## config.mk

```make
export PLATFORM = sky130hd
export DESIGN_NAME = sercom_channel
export DESIGN_NICKNAME = d
export VERILOG_FILES = /design/src/rtl/sercom_pkg.sv /design/src/rtl/sercom_baud.sv /design/src/rtl/sercom_tx.sv /design/src/rtl/sercom_rx.sv /design/src/rtl/sercom_channel.sv
export SDC_FILE = /design/constraint.sdc
export NUM_CORES = 1
export LEC_CHECK = 0
export BUFFER_PORTS_ARGS = -buffer_cell sky130_fd_sc_hd__buf_4
export CORE_UTILIZATION = 35
export CTS_CLUSTER_SIZE = 8
export DETAILED_ROUTE_END_ITERATION = 6
export GPL_TIMING_DRIVEN = 0
export HOLD_SLACK_MARGIN = 0.03
export SETUP_SLACK_MARGIN = 0.4
export SLEW_MARGIN = 30
export SYNTH_ARGS = -nofsm -noshare
export SYNTH_HDL_FRONTEND = slang
export SYNTH_SLANG_ARGS = --single-unit
```

## constraint.sdc

```tcl
create_clock -name clk -period 6.15 [get_ports clk]
set_input_delay 1.23 -clock clk [delete_from_list [all_inputs] [get_ports clk]]
set_output_delay 1.23 -clock clk [all_outputs]
set_load 0.05 [all_outputs]
```

## src/rtl/sercom_pkg.sv

```systemverilog
package sercom_pkg;

    localparam int OVS      = 16;
    localparam int SUB_W    = $clog2(OVS);
    localparam int HALF     = OVS / 2;
    localparam int PRE_LO   = 10;
    localparam int PRE_HI   = 30;
    localparam int DR_STEP  = 4;
    localparam int SS_W     = 3;
    localparam int MAX_DIV  = PRE_HI * DR_STEP * (1 << ((1 << SS_W) - 1));
    localparam int DIV_W    = $clog2(MAX_DIV + 1);
    localparam int FRAME_MAX = 12;
    localparam int ADDR_W   = 4;

    localparam logic [ADDR_W-1:0] A_CTLA = 4'd0;
    localparam logic [ADDR_W-1:0] A_CTLB = 4'd2;
    localparam logic [ADDR_W-1:0] A_STAT = 4'd4;
    localparam logic [ADDR_W-1:0] A_TDR  = 4'd6;
    localparam logic [ADDR_W-1:0] A_RDR  = 4'd8;

    typedef struct packed {
        logic eight;
        logic par_en;
        logic par_odd;
        logic two_stop;
    } fmt_t;

    typedef struct packed {
        logic            pre_hi;
        logic            dr_hi;
        logic [SS_W-1:0] ss;
    } rate_t;

    typedef struct packed {
        logic re;
        logic te;
        logic rts;
        logic eight;
        logic par;
        logic stop2;
    } ctla_t;

    typedef struct packed {
        logic  odd;
        rate_t rate;
    } ctlb_t;

    localparam ctla_t CTLA_RST = '{re: 1'b1, te: 1'b1, rts: 1'b0,
                                   eight: 1'b1, par: 1'b0, stop2: 1'b0};

    typedef enum logic       {TX_IDLE, TX_RUN} tx_state_t;
    typedef enum logic [1:0] {RX_IDLE, RX_START, RX_BITS} rx_state_t;

    // clocks between oversampling ticks
    function automatic logic [DIV_W-1:0] tick_div(rate_t r);
        logic [DIV_W-1:0] base;
        base = r.pre_hi ? DIV_W'(PRE_HI) : DIV_W'(PRE_LO);
        if (r.dr_hi) base = base * DIV_W'(DR_STEP);
        return base << r.ss;
    endfunction

    function automatic logic data_parity(logic [7:0] d, logic eight);
        return eight ? ^d : ^d[6:0];
    endfunction

endpackage

```

## src/rtl/sercom_baud.sv

```systemverilog
module sercom_baud
    import sercom_pkg::*;
(
    input  logic  clk,
    input  logic  rst,
    input  rate_t rate,
    output logic  tick
);
    logic [DIV_W-1:0] cnt;
    logic [DIV_W-1:0] lim;

    assign lim = tick_div(rate) - DIV_W'(1);

    always_ff @(posedge clk) begin
        if (rst) begin
            cnt  <= '0;
            tick <= 1'b0;
        end else if (cnt >= lim) begin
            cnt  <= '0;
            tick <= 1'b1;
        end else begin
            cnt  <= cnt + DIV_W'(1);
            tick <= 1'b0;
        end
    end

    AST_TICK_GAP: assert property (@(posedge clk) disable iff (rst)
        tick |=> !tick) else $error("tick on adjacent cycles");

endmodule

```

## src/rtl/sercom_tx.sv

```systemverilog
module sercom_tx
    import sercom_pkg::*;
(
    input  logic       clk,
    input  logic       rst,
    input  logic       tick,
    input  logic       en,
    input  fmt_t       fmt,
    input  logic       pend,
    input  logic [7:0] data,
    output logic       take,
    output logic       txd
);
    tx_state_t              state;
    logic [FRAME_MAX-1:0]   shreg;
    logic [FRAME_MAX-1:0]   frame_v;
    logic [3:0]             par_pos;
    logic [3:0]             frame_len;
    logic [3:0]             left;
    logic [SUB_W-1:0]       sub;

    always_comb begin
        frame_v    = '1;
        frame_v[0] = 1'b0;
        for (int i = 0; i < 8; i++)
            if (fmt.eight || i < 7) frame_v[1+i] = data[i];
        par_pos = fmt.eight ? 4'd9 : 4'd8;
        if (fmt.par_en)
            frame_v[par_pos] = data_parity(data, fmt.eight) ^ fmt.par_odd;
        frame_len = par_pos + {3'b0, fmt.par_en} + 4'd1 + {3'b0, fmt.two_stop};
    end

    assign take = (state == TX_IDLE) && en && pend && tick;
    assign txd  = shreg[0];

    always_ff @(posedge clk) begin
        if (rst) begin
            state <= TX_IDLE;
            shreg <= '1;
            left  <= '0;
            sub   <= '0;
        end else begin
            case (state)
                TX_IDLE: if (take) begin
                    shreg <= frame_v;
                    left  <= frame_len;
                    sub   <= '0;
                    state <= TX_RUN;
                end
                TX_RUN: if (tick) begin
                    if (sub == SUB_W'(OVS - 1)) begin
                        sub   <= '0;
                        shreg <= {1'b1, shreg[FRAME_MAX-1:1]};
                        left  <= left - 4'd1;
                        if (left == 4'd1) state <= TX_IDLE;
                    end else begin
                        sub <= sub + SUB_W'(1);
                    end
                end
                default: state <= TX_IDLE;
            endcase
        end
    end

    AST_TX_START_LOW: assert property (@(posedge clk) disable iff (rst)
        take |=> !txd) else $error("no start bit after load");
    AST_TX_HOLD_OFF: assert property (@(posedge clk) disable iff (rst)
        (!en && state == TX_IDLE) |=> (txd && state == TX_IDLE)) else $error("disabled transmitter moved");

endmodule

```

## src/rtl/sercom_rx.sv

```systemverilog
module sercom_rx
    import sercom_pkg::*;
(
    input  logic       clk,
    input  logic       rst,
    input  logic       tick,
    input  logic       en,
    input  logic       eight,
    input  logic       par_en,
    input  logic       par_odd,
    input  logic       rxd,
    output logic       done,
    output logic [7:0] data,
    output logic       par_bad,
    output logic       stop_bad
);
    rx_state_t        state;
    logic [SUB_W-1:0] sub;
    logic [3:0]       idx;
    logic [9:0]       bits;
    logic [3:0]       nd;
    logic [3:0]       last_idx;

    assign nd       = eight ? 4'd8 : 4'd7;
    assign last_idx = nd + {3'b0, par_en};

    always_ff @(posedge clk) begin
        if (rst) begin
            state    <= RX_IDLE;
            sub      <= '0;
            idx      <= '0;
            bits     <= '0;
            done     <= 1'b0;
            data     <= '0;
            par_bad  <= 1'b0;
            stop_bad <= 1'b0;
        end else begin
            done <= 1'b0;
            if (!en) begin
                state <= RX_IDLE;
            end else if (tick) begin
                case (state)
                    RX_IDLE: if (!rxd) begin
                        state <= RX_START;
                        sub   <= '0;
                    end
                    RX_START: begin
                        if (sub == SUB_W'(HALF - 1)) begin
                            sub   <= '0;
                            idx   <= '0;
                            state <= rxd ? RX_IDLE : RX_BITS;
                        end else begin
                            sub <= sub + SUB_W'(1);
                        end
                    end
                    RX_BITS: begin
                        if (sub == SUB_W'(OVS - 1)) begin
                            sub       <= '0;
                            bits[idx] <= rxd;
                            if (idx == last_idx) begin
                                done     <= 1'b1;
                                data     <= eight ? bits[7:0] : {1'b0, bits[6:0]};
                                par_bad  <= par_en &&
                                            ((data_parity(bits[7:0], eight) ^ par_odd) != bits[nd]);
                                stop_bad <= !rxd;
                                state    <= RX_IDLE;
                            end else begin
                                idx <= idx + 4'd1;
                            end
                        end else begin
                            sub <= sub + SUB_W'(1);
                        end
                    end
                    default: state <= RX_IDLE;
                endcase
            end
        end
    end

    AST_RX_DONE_PULSE: assert property (@(posedge clk) disable iff (rst)
        done |=> !done) else $error("completion held");
    AST_RX_OFF_IDLE: assert property (@(posedge clk) disable iff (rst)
        !en |=> state == RX_IDLE) else $error("disabled receiver active");

endmodule

```

## src/rtl/sercom_channel.sv

```systemverilog
module sercom_channel
    import sercom_pkg::*;
(
    input  logic              clk,
    input  logic              rst,
    input  logic [ADDR_W-1:0] addr,
    input  logic              wr_en,
    input  logic              rd_en,
    input  logic [7:0]        wdata,
    output logic [7:0]        rdata,
    input  logic              rxd,
    output logic              txd,
    output logic              rts_n,
    output logic              irq
);
    ctla_t      ctla;
    ctlb_t      ctlb;
    logic       rdrf, ovrn, perr, ferr, rie, tdre, tie;
    logic [7:0] tdr, rdr;
    logic       rxd_m, rxd_s;
    logic       tick, take;
    logic       rx_done, rx_par, rx_stop;
    logic [7:0] rx_data;
    fmt_t       fmt;

    logic wr_ctla, wr_ctlb, wr_stat, wr_tdr, rd_rdr, err_clr, errs, rdrf_left, rx_accept;

    assign wr_ctla   = wr_en && addr == A_CTLA;
    assign wr_ctlb   = wr_en && addr == A_CTLB;
    assign wr_stat   = wr_en && addr == A_STAT;
    assign wr_tdr    = wr_en && addr == A_TDR;
    assign rd_rdr    = rd_en && addr == A_RDR;
    assign err_clr   = wr_ctla && !wdata[3];
    assign errs      = ovrn | perr | ferr;
    assign rdrf_left = rdrf & ~rd_rdr;
    assign rx_accept = rx_done & ~errs;

    assign fmt = '{eight: ctla.eight, par_en: ctla.par, par_odd: ctlb.odd, two_stop: ctla.stop2};

    sercom_baud u_baud (
        .clk  (clk),
        .rst  (rst),
        .rate (ctlb.rate),
        .tick (tick)
    );

    sercom_tx u_tx (
        .clk  (clk),
        .rst  (rst),
        .tick (tick),
        .en   (ctla.te),
        .fmt  (fmt),
        .pend (~tdre),
        .data (tdr),
        .take (take),
        .txd  (txd)
    );

    sercom_rx u_rx (
        .clk      (clk),
        .rst      (rst),
        .tick     (tick),
        .en       (ctla.re),
        .eight    (ctla.eight),
        .par_en   (ctla.par),
        .par_odd  (ctlb.odd),
        .rxd      (rxd_s),
        .done     (rx_done),
        .data     (rx_data),
        .par_bad  (rx_par),
        .stop_bad (rx_stop)
    );

    always_ff @(posedge clk) begin
        if (rst) begin
            rxd_m <= 1'b1;
            rxd_s <= 1'b1;
            ctla  <= CTLA_RST;
            ctlb  <= '0;
            rie   <= 1'b0;
            tie   <= 1'b0;
            tdre  <= 1'b1;
            tdr   <= '0;
            rdr   <= '0;
            rdrf  <= 1'b0;
            ovrn  <= 1'b0;
            perr  <= 1'b0;
            ferr  <= 1'b0;
        end else begin
            rxd_m <= rxd;
            rxd_s <= rxd_m;
            if (wr_ctla)
                ctla <= '{re: wdata[6], te: wdata[5], rts: wdata[4],
                          eight: wdata[2], par: wdata[1], stop2: wdata[0]};
            if (wr_ctlb)
                ctlb <= '{odd: wdata[4],
                          rate: '{pre_hi: wdata[5], dr_hi: wdata[3], ss: wdata[2:0]}};
            if (wr_stat) begin
                rie <= wdata[3];
                tie <= wdata[0];
            end
            if (wr_tdr) begin
                tdr  <= wdata;
                tdre <= 1'b0;
            end else if (take) begin
                tdre <= 1'b1;
            end
            if (err_clr) begin
                ovrn <= 1'b0;
                perr <= 1'b0;
                ferr <= 1'b0;
            end
            rdrf <= rdrf_left;
            if (rx_accept) begin
                if (!rdrf_left) begin
                    rdr  <= rx_data;
                    rdrf <= 1'b1;
                    perr <= rx_par;
                    ferr <= rx_stop;
                end else begin
                    ovrn <= 1'b1;
                end
            end
        end
    end

    always_comb begin
        unique case (addr)
            A_CTLA:  rdata = {1'b0, ctla.re, ctla.te, ctla.rts, 1'b0, ctla.eight, ctla.par, ctla.stop2};
            A_CTLB:  rdata = {2'b0, ctlb.rate.pre_hi, ctlb.odd, ctlb.rate.dr_hi, ctlb.rate.ss};
            A_STAT:  rdata = {rdrf, ovrn, perr, ferr, rie, 1'b0, tdre, tie};
            A_TDR:   rdata = tdr;
            A_RDR:   rdata = rdr;
            default: rdata = '0;
        endcase
    end

    assign rts_n = ctla.rts;
    assign irq   = (rie & (rdrf | errs)) | (tie & tdre);

    AST_RTS_FOLLOW: assert property (@(posedge clk) disable iff (rst)
        wr_ctla |=> rts_n == $past(wdata[4])) else $error("rts_n not updated");
    AST_TDRE_WRITE: assert property (@(posedge clk) disable iff (rst)
        wr_tdr |=> !tdre) else $error("transmit empty after write");
    AST_RDRF_READ: assert property (@(posedge clk) disable iff (rst)
        (rd_rdr && !rx_done) |=> !rdrf) else $error("receive full survived read");
    AST_OVR_KEEP: assert property (@(posedge clk) disable iff (rst)
        (rx_done && rdrf && !rd_rdr && !errs) |=> (ovrn && $stable(rdr))) else $error("overrun mishandled");
    AST_STALL_HOLD: assert property (@(posedge clk) disable iff (rst)
        (errs && !err_clr) |=> ($stable(rdr) && !$rose(rdrf))) else $error("character taken during stall");
    AST_IRQ_QUIET: assert property (@(posedge clk) disable iff (rst)
        (!rie && !tie) |-> !irq) else $error("irq with enables off");

endmodule

```

==> Word level (Yosys, flattened, before mapping) <==
Cells that the tools add are included.
Widths: inputs -> output; s select.
{ "word_totals": {"word_cells": 188, "reg_bits": 104, "out_inout_bits": 11} }
{ "classes": {"bitwise_logic": 19, "magnitude_cmp": 6, "reduce_logical": 34, "add_sub_neg": 10, "eq_ne": 20, "n_mux": 63, "shifts": 1} }
{ "op_table": {"columns": ["cell", "count"], "rows": [
  ["$mux 4", 13],
  ["$mux 12", 4],
  ["$pmux 8 s5", 1],
  ["$mux 1", 25],
  ["$pmux 12 s2", 1],
  ["$pmux 4 s2", 3],
  ["$add 4x1->4 const B", 4],
  ["$reduce_xor 8->1", 2],
  ["$lt 4x5->1 const B", 3],
  ["$add 14x1->14 const B", 1],
  ["$ge 14x14->1", 1],
  ["$mux 14", 1],
  ["$reduce_xor 7->1", 2],
  ["$shl 14x3->14", 1],
  ["$sub 14x1->14 const B", 1],
  ["$add 4x1->4", 3],
  ["$bwmux 12", 1],
  ["$eq 4x3->1 const B", 3],
  ["$eq 4x4->1 const B", 3],
  ["$logic_and 1x1->1", 12],
  ["$pmux 4 s3", 1],
  ["$bwmux 10", 1],
  ["$mux 2", 5],
  ["$ne 2x2->1 const B", 5],
  ["other kinds (31)", 56]
]} }

==> Logic depth before layout (Yosys ltp) <==
Gate-level depths: netlist of the first run.
{ "depth": {"word_depth": 9, "depth_mapped": 16, "depth_no_buf": 13} }

==> Cells and area by module <==
From an unflattened synthesis of the first run, not the netlist that was laid out.
{ "unflattened": {"hier_cells": 730, "area_unflattened_um2": 6063.3} }
{ "modules_own_cells": {"columns": ["mod", "cells_each", "seq_area_each_um2", "n_inst", "area_each_um2"], "rows": [
  ["sercom_channel", 264, 740.7, 1, 2214.6],
  ["sercom_rx", 185, 600.6, 1, 1619.1],
  ["sercom_baud", 160, 300.3, 1, 1247.4],
  ["sercom_tx", 121, 380.4, 1, 982.2]
]} }

==> Least setup slack after synthesis of the first run <==
No wires, ideal clock.
{ "synth_timing": {"kind": "input to output", "start": "input addr[2]", "end": "output rdata[6]", "path_stages": 4, "path_slack_ps": 2006, "arrival_time_ps": 2914, "cell_sequence": "clkbuf_1 > and3_1 > a21oi_1 > o32ai_1"} }
{ "synth_between": {"elab_chain_len": 2, "word_cells_on_any_way": 6, "cone_classes": "4 x eq/ne; 1 x mux; 1 x reduce/logical"} }
{ "synth_rtl": {"columns": ["item", "line_no", "text"], "rows": [
  ["start: declaration", "sercom_channel.sv:6", "input logic [ADDR_W-1:0] addr,"],
  ["$eq 4x4->1 (tied with other cells)", "sercom_channel.sv:128", "unique case (addr)"],
  ["$pmux 8 s5 (*)", "sercom_channel.sv:128", null],
  ["end: declaration", "sercom_channel.sv:10", "output logic [7:0] rdata,"]
]} }
Every way passes the cells marked *; elsewhere a longest branch is shown, timed or not.

==> Worst setup path after layout of the first run <==
{ "layout_timing": {"start": "input addr[2]", "end": "output rdata[1]"} }
The elaborated chain is that of the path after synthesis.

==> flow_summary.json, run 1 <==
{
  "outcome": "completed",
  "synth_nets": 731,
  "chipWidth_um": 129.4,
  "max_freq_ghz": 0.2487,
  "ios": 28,
  "antenna_found_initial": 0,
  "power_density_nw_per_um2": 204.9,
  "setup_viol": 0,
  "cts_root_buf": "clkbuf_16",
  "grt_pass1_vias": 4557,
  "initial_utilization_pct": 35.78,
  "yosysSeqAreaShare_pct": 35.57,
  "slew_violations": 0,
  "gp_congestion": 0.8227,
  "hold_end": "rxd_s$_SDFF_PP1_",
  "synth_top_cell_area_share_pct": 35.57,
  "end_kind": "primary output",
  "drv_cap": 0,
  "grt_max_degree": 20,
  "ant_nets": 0,
  "die_y_um": 129.4,
  "synth_area_leaders": "dfxtp_1 36%, ha_1 7.0%, mux2i_1 5.5%, a21oi_1 5.1%, nand2_1 5.0%",
  "area_delta_synth_final_pct": 13.19,
  "cts_tree": "yes",
  "clock_sinks": 101,
  "finalHoldViolCount": 0,
  "grt_usage_pct": 18.03,
  "hp-class": "register to register",
  "totalPowerFinal_uw": 1318,
  "postSynthAreaPerCell_um2": 8.335,
  "fin_nets": 767,
  "grt_overflow_total": 0,
  "drive_gt1_share_pct": 12.03,
  "worstHoldPathCells": 1,
  "wl_per_cell_um": 15.38,
  "fill_cells": 1636,
  "post_cts_buffers": 0,
  "r2r_cells": 15,
  "min_from": "rxd_m$_SDFF_PP1_",
  "die_area_um2": 16750,
  "drc": 0,
  "wirelength_um": 14440,
  "drtIter0Drc": 381,
  "netlist_area_um2": 5684,
  "regToRegSetupSlack_ps": 2450,
  "synth_top_area_cell": "dfxtp_1",
  "arrival_ps": 2790,
  "ctsHoldBuffers": 0,
  "antenna_cells": 0,
  "cts_made_buffers": 9,
  "cts_resized": 0,
  "fin_tns_setup_ps": 0,
  "total_leakage_power_uw": 0.002359,
  "crit_required_ps": 4920,
  "cts_buffer_depth": 2,
  "syn_inst": 682,
  "period_share_pct": 65.37,
  "cts.reportedPaths.clkPinSlew_ps": 70,
  "dpl.hpwl_um": 10730,
  "yosys_warnings": 0,
  "slew_headroom_pct": 56.05,
  "reg2reg_to": "u_baud.cnt[11]$_SDFF_PP0_",
  "synth_edf_count": 0,
  "portBuffers": 25,
  "path_class": "input port to primary output",
  "rsz0062_at_grt": "false",
  "fin_skew_ps": 10.99,
  "timing.rr.start": "ctlb[1]$_SDFFE_PP0P_",
  "tightest_slew_ps": 659.2,
  "ys_async_sr_fraction_pct": 0,
  "fin_crit_ps": 4020,
  "std_cell_rows": 46,
  "core_area_um2": 15890,
  "synth.distinct_cells": 66,
  "critPathLaunchType": "input port",
  "drtPass1Iterations": 7,
  "vias_per_cell": 5.288,
  "max-vdd-ir-drop_uv": 128.7,
  "synth_ff_type": "dfxtp_1",
  "via_count": 4965,
  "ys_ff_latch": 101,
  "htreeDepth": 3,
  "grt_pass1_wl_um": 23360,
  "critPathMaxFanout": 10,
  "insertion_delay_ps": 360
}
sequential cells by signal (all words and copies together), names as in the netlist, 2 cells and up:
| signal | flops |
|---|---|
| ctla | 5 |
| ctlb | 6 |
| rdr | 8 |
| tdr | 8 |
| u_baud.cnt | 14 |
| u_rx.bits | 9 |
| u_rx.data | 8 |
| u_rx.idx | 4 |
| u_rx.state | 2 |
| u_rx.sub | 4 |
| u_tx.left | 4 |
| u_tx.shreg | 10 |
| u_tx.sub | 4 |
Yosys cell counts (3+ instances only):
cell type and n:
clkbuf_1 23, a21o_1 8, nand4_1 11, xnor2_1 25
or3_1 5, and2_1 3, nand2b_1 7, o21ai_0 31
nand4b_1 3, a31oi_1 5, ha_1 32, a22oi_1 9
nor3_1 11, nor4_1 4, mux2i_1 31, nor2_1 67
inv_1 25, a211o_1 12, a21oi_2 11, xor2_1 8
dfxtp_1 101, a211oi_1 5, nand3_1 35, a21oi_1 58
and3_1 6, nand2_1 76, nor2b_1 6, buf_2 9
nor3b_2 3, or2_2 3
worst max-delay path, cell delays in order:
cell	delay [ps]
buf_4	110
nor2b_1	110
buf_2	200
nor3b_2	340
buf_2	290
a22oi_1	100
o21ai_0	150
buf_4	250
kinds of logic after synthesis:
| kind of cell | count (synthesis) | synth area share (%) |
|---|---|---|
| buffers and inverters | 62 | 4.578 |
| muxes | 33 | 5.855 |
| xor gates and xnor gates | 33 | 5.085 |
| AOI/OAI and AO/OA | 167 | 20.05 |
| DFF | 101 | 35.57 |
| and+or+nand+nor | 253 | 21.64 |
| adders and majority gates | 33 | 7.220 |
layer usage:
metal / up-vias / global-route usage (%) / part of all wire [%]
met1: 2340 / 24.44 / 48
met3: 23 / 2.312 / 4.2
li1: 2489 / - / -
met2: 113 / 28.97 / 46
met5: - / 0 / 0
met4: 0 / 7.319 / 1.9
final cells by class:
class / count / area, um2 / share of cell area, %
buffer: 37 / 166.4 / 2.587
clock buffer: 9 / 225.2 / 3.501
clock inverter: 7 / 66.31 / 1.031
inverter: 25 / 93.84 / 1.459
multi-input combinational: 519 / 3402 / 52.88
sequential: 101 / 2022 / 31.43
tap: 216 / 270.3 / 4.201
timing repair buffer: 25 / 187.7 / 2.917
worst max path at each step:
stage | startpoint | to | slack (ps) | cells after the start
floorplan | addr[2] | rdata[6] | 2010 | 4
global placement | addr[2] | rdata[1] | 2140 | 8
detailed placement | addr[2] | rdata[1] | 2160 | 8
CTS | addr[2] | rdata[1] | 2140 | 8
global route | addr[2] | rdata[1] | 1990 | 8
finish | addr[2] | rdata[1] | 2130 | 8
per-stage QoR:
stage | worst slack [ps] | instance area (um2) | hold WS, ps | utilization, % | instances
after floorplan | 2006 | 5684 | 389.5 | - | 682
after global placement | 2143 | 6142 | 394.8 | 38.67 | 923
after detailed placement | 2157 | 6142 | 397.3 | 38.67 | 923
after CTS | 2142 | 6434 | 410.1 | 40.50 | 939
after global routing | 1994 | 6434 | 427.9 | 40.50 | 939
final | 2130 | 6434 | 409.7 | 40.50 | 939
layout by cell type (no fill, tap or decap), types with 9 or more instances in the layout:
master and n:
o21ai_0 31, clkbuf_16 9, dfxtp_1 101, xnor2_1 25
nand3_1 35, a22oi_1 9, nor2_1 67, nand4_1 11
a211o_1 12, inv_1 25, buf_4 25, a21oi_1 58
a21oi_2 11, buf_2 9, ha_1 32, nand2_1 76
clkbuf_1 23, nor3_1 11, mux2i_1 31
report_power, final:
part / internal [uW] / switching (uW)
logic: 30.8 / 55.1
clock network: 284 / 284
registers: 658 / 6.16
total: 973 / 345
No activity file was read; power rests on OpenSTA's default activity.
==> inputs of run 2 (changes only) <==
Clock period 6.15 ns to 3.95 ns, I/O delays scaled along.
==> flow_summary.json, run 2 (synthesis gave the netlist of run 1 again) <==
{
  "rsz0062_at_grt": "false",
  "cts.reportedPaths.clkPinSlew_ps": 70,
  "portBuffers": 25,
  "gp_congestion": 0.8227,
  "met3_usage_pct": 2.312,
  "ant_nets": 0,
  "max_freq_ghz": 0.2974,
  "wl_per_cell_um": 15.36,
  "totalPowerFinal_uw": 2050,
  "drc": 0,
  "fin_crit_ps": 3362,
  "htreeDepth": 3,
  "min_from": "rxd_m$_SDFF_PP1_",
  "fin_nets": 767,
  "cts_buffer_depth": 2,
  "grt-busiest-layer": "met2",
  "layout_setup_ws_ps": 587.9,
  "chipWidth_um": 129.4,
  "total_leakage_power_uw": 0.002371,
  "r2r_cells": 14,
  "cts_made_buffers": 9,
  "tightest_slew_ps": 670.1,
  "slew_violations": 0,
  "fin_skew_ps": 12.25,
  "reg2reg_to": "u_baud.cnt[11]$_SDFF_PP0_",
  "final_common_cell": "dfxtp_1",
  "cts_tree": "yes",
  "power_density_nw_per_um2": 317.8,
  "drtIter0Drc": 359,
  "regToRegSetupSlack_ps": 590,
  "mostFrequentLayoutCells": "101 x dfxtp_1, 76 x nand2_1, 67 x nor2_1, 58 x a21oi_1, 35 x nand3_1",
  "cts_root_buf": "clkbuf_16",
  "slew_headroom_pct": 55.33,
  "ios": 28,
  "critPathMaxFanout": 10,
  "insertion_delay_ps": 360,
  "dpl.hpwl_um": 10730,
  "grt_pass1_vias": 4557,
  "die_y_um": 129.4,
  "outcome": "completed",
  "drv_cap": 0,
  "critPathLaunchType": "register",
  "setup_viol": 0,
  "die_area_um2": 16750,
  "biggestRegsByFlops": "u_baud.cnt (14), u_tx.shreg (10), u_rx.bits (9)",
  "grt_usage_pct": 18.02,
  "core_area_um2": 15890,
  "antenna_found_initial": 0,
  "max-vdd-ir-drop_uv": 198.1,
  "fin_tns_setup_ps": 0,
  "clock_sinks": 101,
  "worstHoldPathCells": 1,
  "hold_ws_ps": 409.7,
  "end_kind": "register",
  "antenna_cells": 0,
  "fill_cells": 1633,
  "grt_use_met2_pct": 29.00,
  "grt_pass1_wl_um": 23350,
  "arrival_ps": 3610,
  "initial_utilization_pct": 35.78,
  "grt_max_degree": 20,
  "drive_gt1_share_pct": 12.59,
  "hold_end": "rxd_s$_SDFF_PP1_",
  "largest_register_ffs": 14,
  "grt.met1_usage_pct": 24.39,
  "grt_overflow_total": 0,
  "period_share_pct": 85.12,
  "finalHoldViolCount": 0,
  "timing.rr.start": "ctlb[1]$_SDFFE_PP0P_",
  "regMostFlops": "u_baud.cnt",
  "hp-class": "register to register",
  "ctsHoldBuffers": 0,
  "via_count": 4937,
  "crit_required_ps": 4190,
  "vias_per_cell": 5.258,
  "area_delta_synth_final_pct": 13.47,
  "drtPass1Iterations": 5,
  "path_class": "register to register",
  "std_cell_rows": 46,
  "dp_slack_ps": 240.4,
  "wirelength_um": 14420
}
==> run 2: final cells by class <==
type / count / area [um2] / share of cell area (%)
Buffer: 37 / 170.2 / 2.638
Clock buffer: 9 / 225.2 / 3.492
Clock inverter: 7 / 66.31 / 1.028
Inverter: 25 / 93.84 / 1.455
Multi-Input combinational cell: 519 / 3415 / 52.94
Sequential cell: 101 / 2022 / 31.35
Tap cell: 216 / 270.3 / 4.190
Timing Repair Buffer: 25 / 187.7 / 2.910
==> run 2: critical path: stages (launching register included) <==
cell	delay (ps)
dfxtp_1	300
clkbuf_2	170
buf_2	220
or4_1	470
ha_2	250
nand2_1	110
xnor2_1	120
nand3_1	90
and3_1	220
a31oi_1	180
ha_1	210
nand4_1	190
o311ai_4	440
buf_6	230
a21oi_2	60
==> run 2: timing repair <==
| item | in CTS | in global routing |
|---|---|---|
| endpoints found under the setup margin | 14 | 15 |
| buffers inserted | 0 | 0 |
| gates resized for setup | 2 | 5 |
==> run 2: how the worst max path moves through the flow <==
stage | from | to | depth (start not counted)
floorplan | addr[2] | rdata[6] | 4
global placement | ctlb[1]$_SDFFE_PP0P_ | u_baud.cnt[4]$_SDFF_PP0_ | 16
global route | ctlb[1]$_SDFFE_PP0P_ | u_baud.cnt[11]$_SDFF_PP0_ | 14
detailed placement | ctlb[1]$_SDFFE_PP0P_ | u_baud.cnt[11]$_SDFF_PP0_ | 16
CTS | ctlb[0]$_SDFFE_PP0P_ | u_baud.cnt[11]$_SDFF_PP0_ | 14
finish | ctlb[1]$_SDFFE_PP0P_ | u_baud.cnt[11]$_SDFF_PP0_ | 14
==> run 2: report_power, final <==
group / internal [uW] / leakage (uW) / switching, uW
registers: 1030 / 0.000815 / 9.70
clock network: 442 / 0.000141 / 438
logic: 48.7 / 0.00141 / 86.4
total: 1520 / 0.00237 / 534
==> run 2: metrics by stage <==
step	util (%)	area [um2]	instances
floorplan	-	5684	682
global route	40.60	6450	939
global placement	38.67	6142	923
CTS	40.52	6436	939
detailed placement	38.67	6142	923
finish	40.60	6450	939
==> run 2: metal layers <==
layer  vias to the layer above  part of all wire (%)
met2                        98                    46
met1                      2324                    49
met5                         -                     0
met4                         0                   1.7
met3                        21                   3.6
li1                       2494                     -
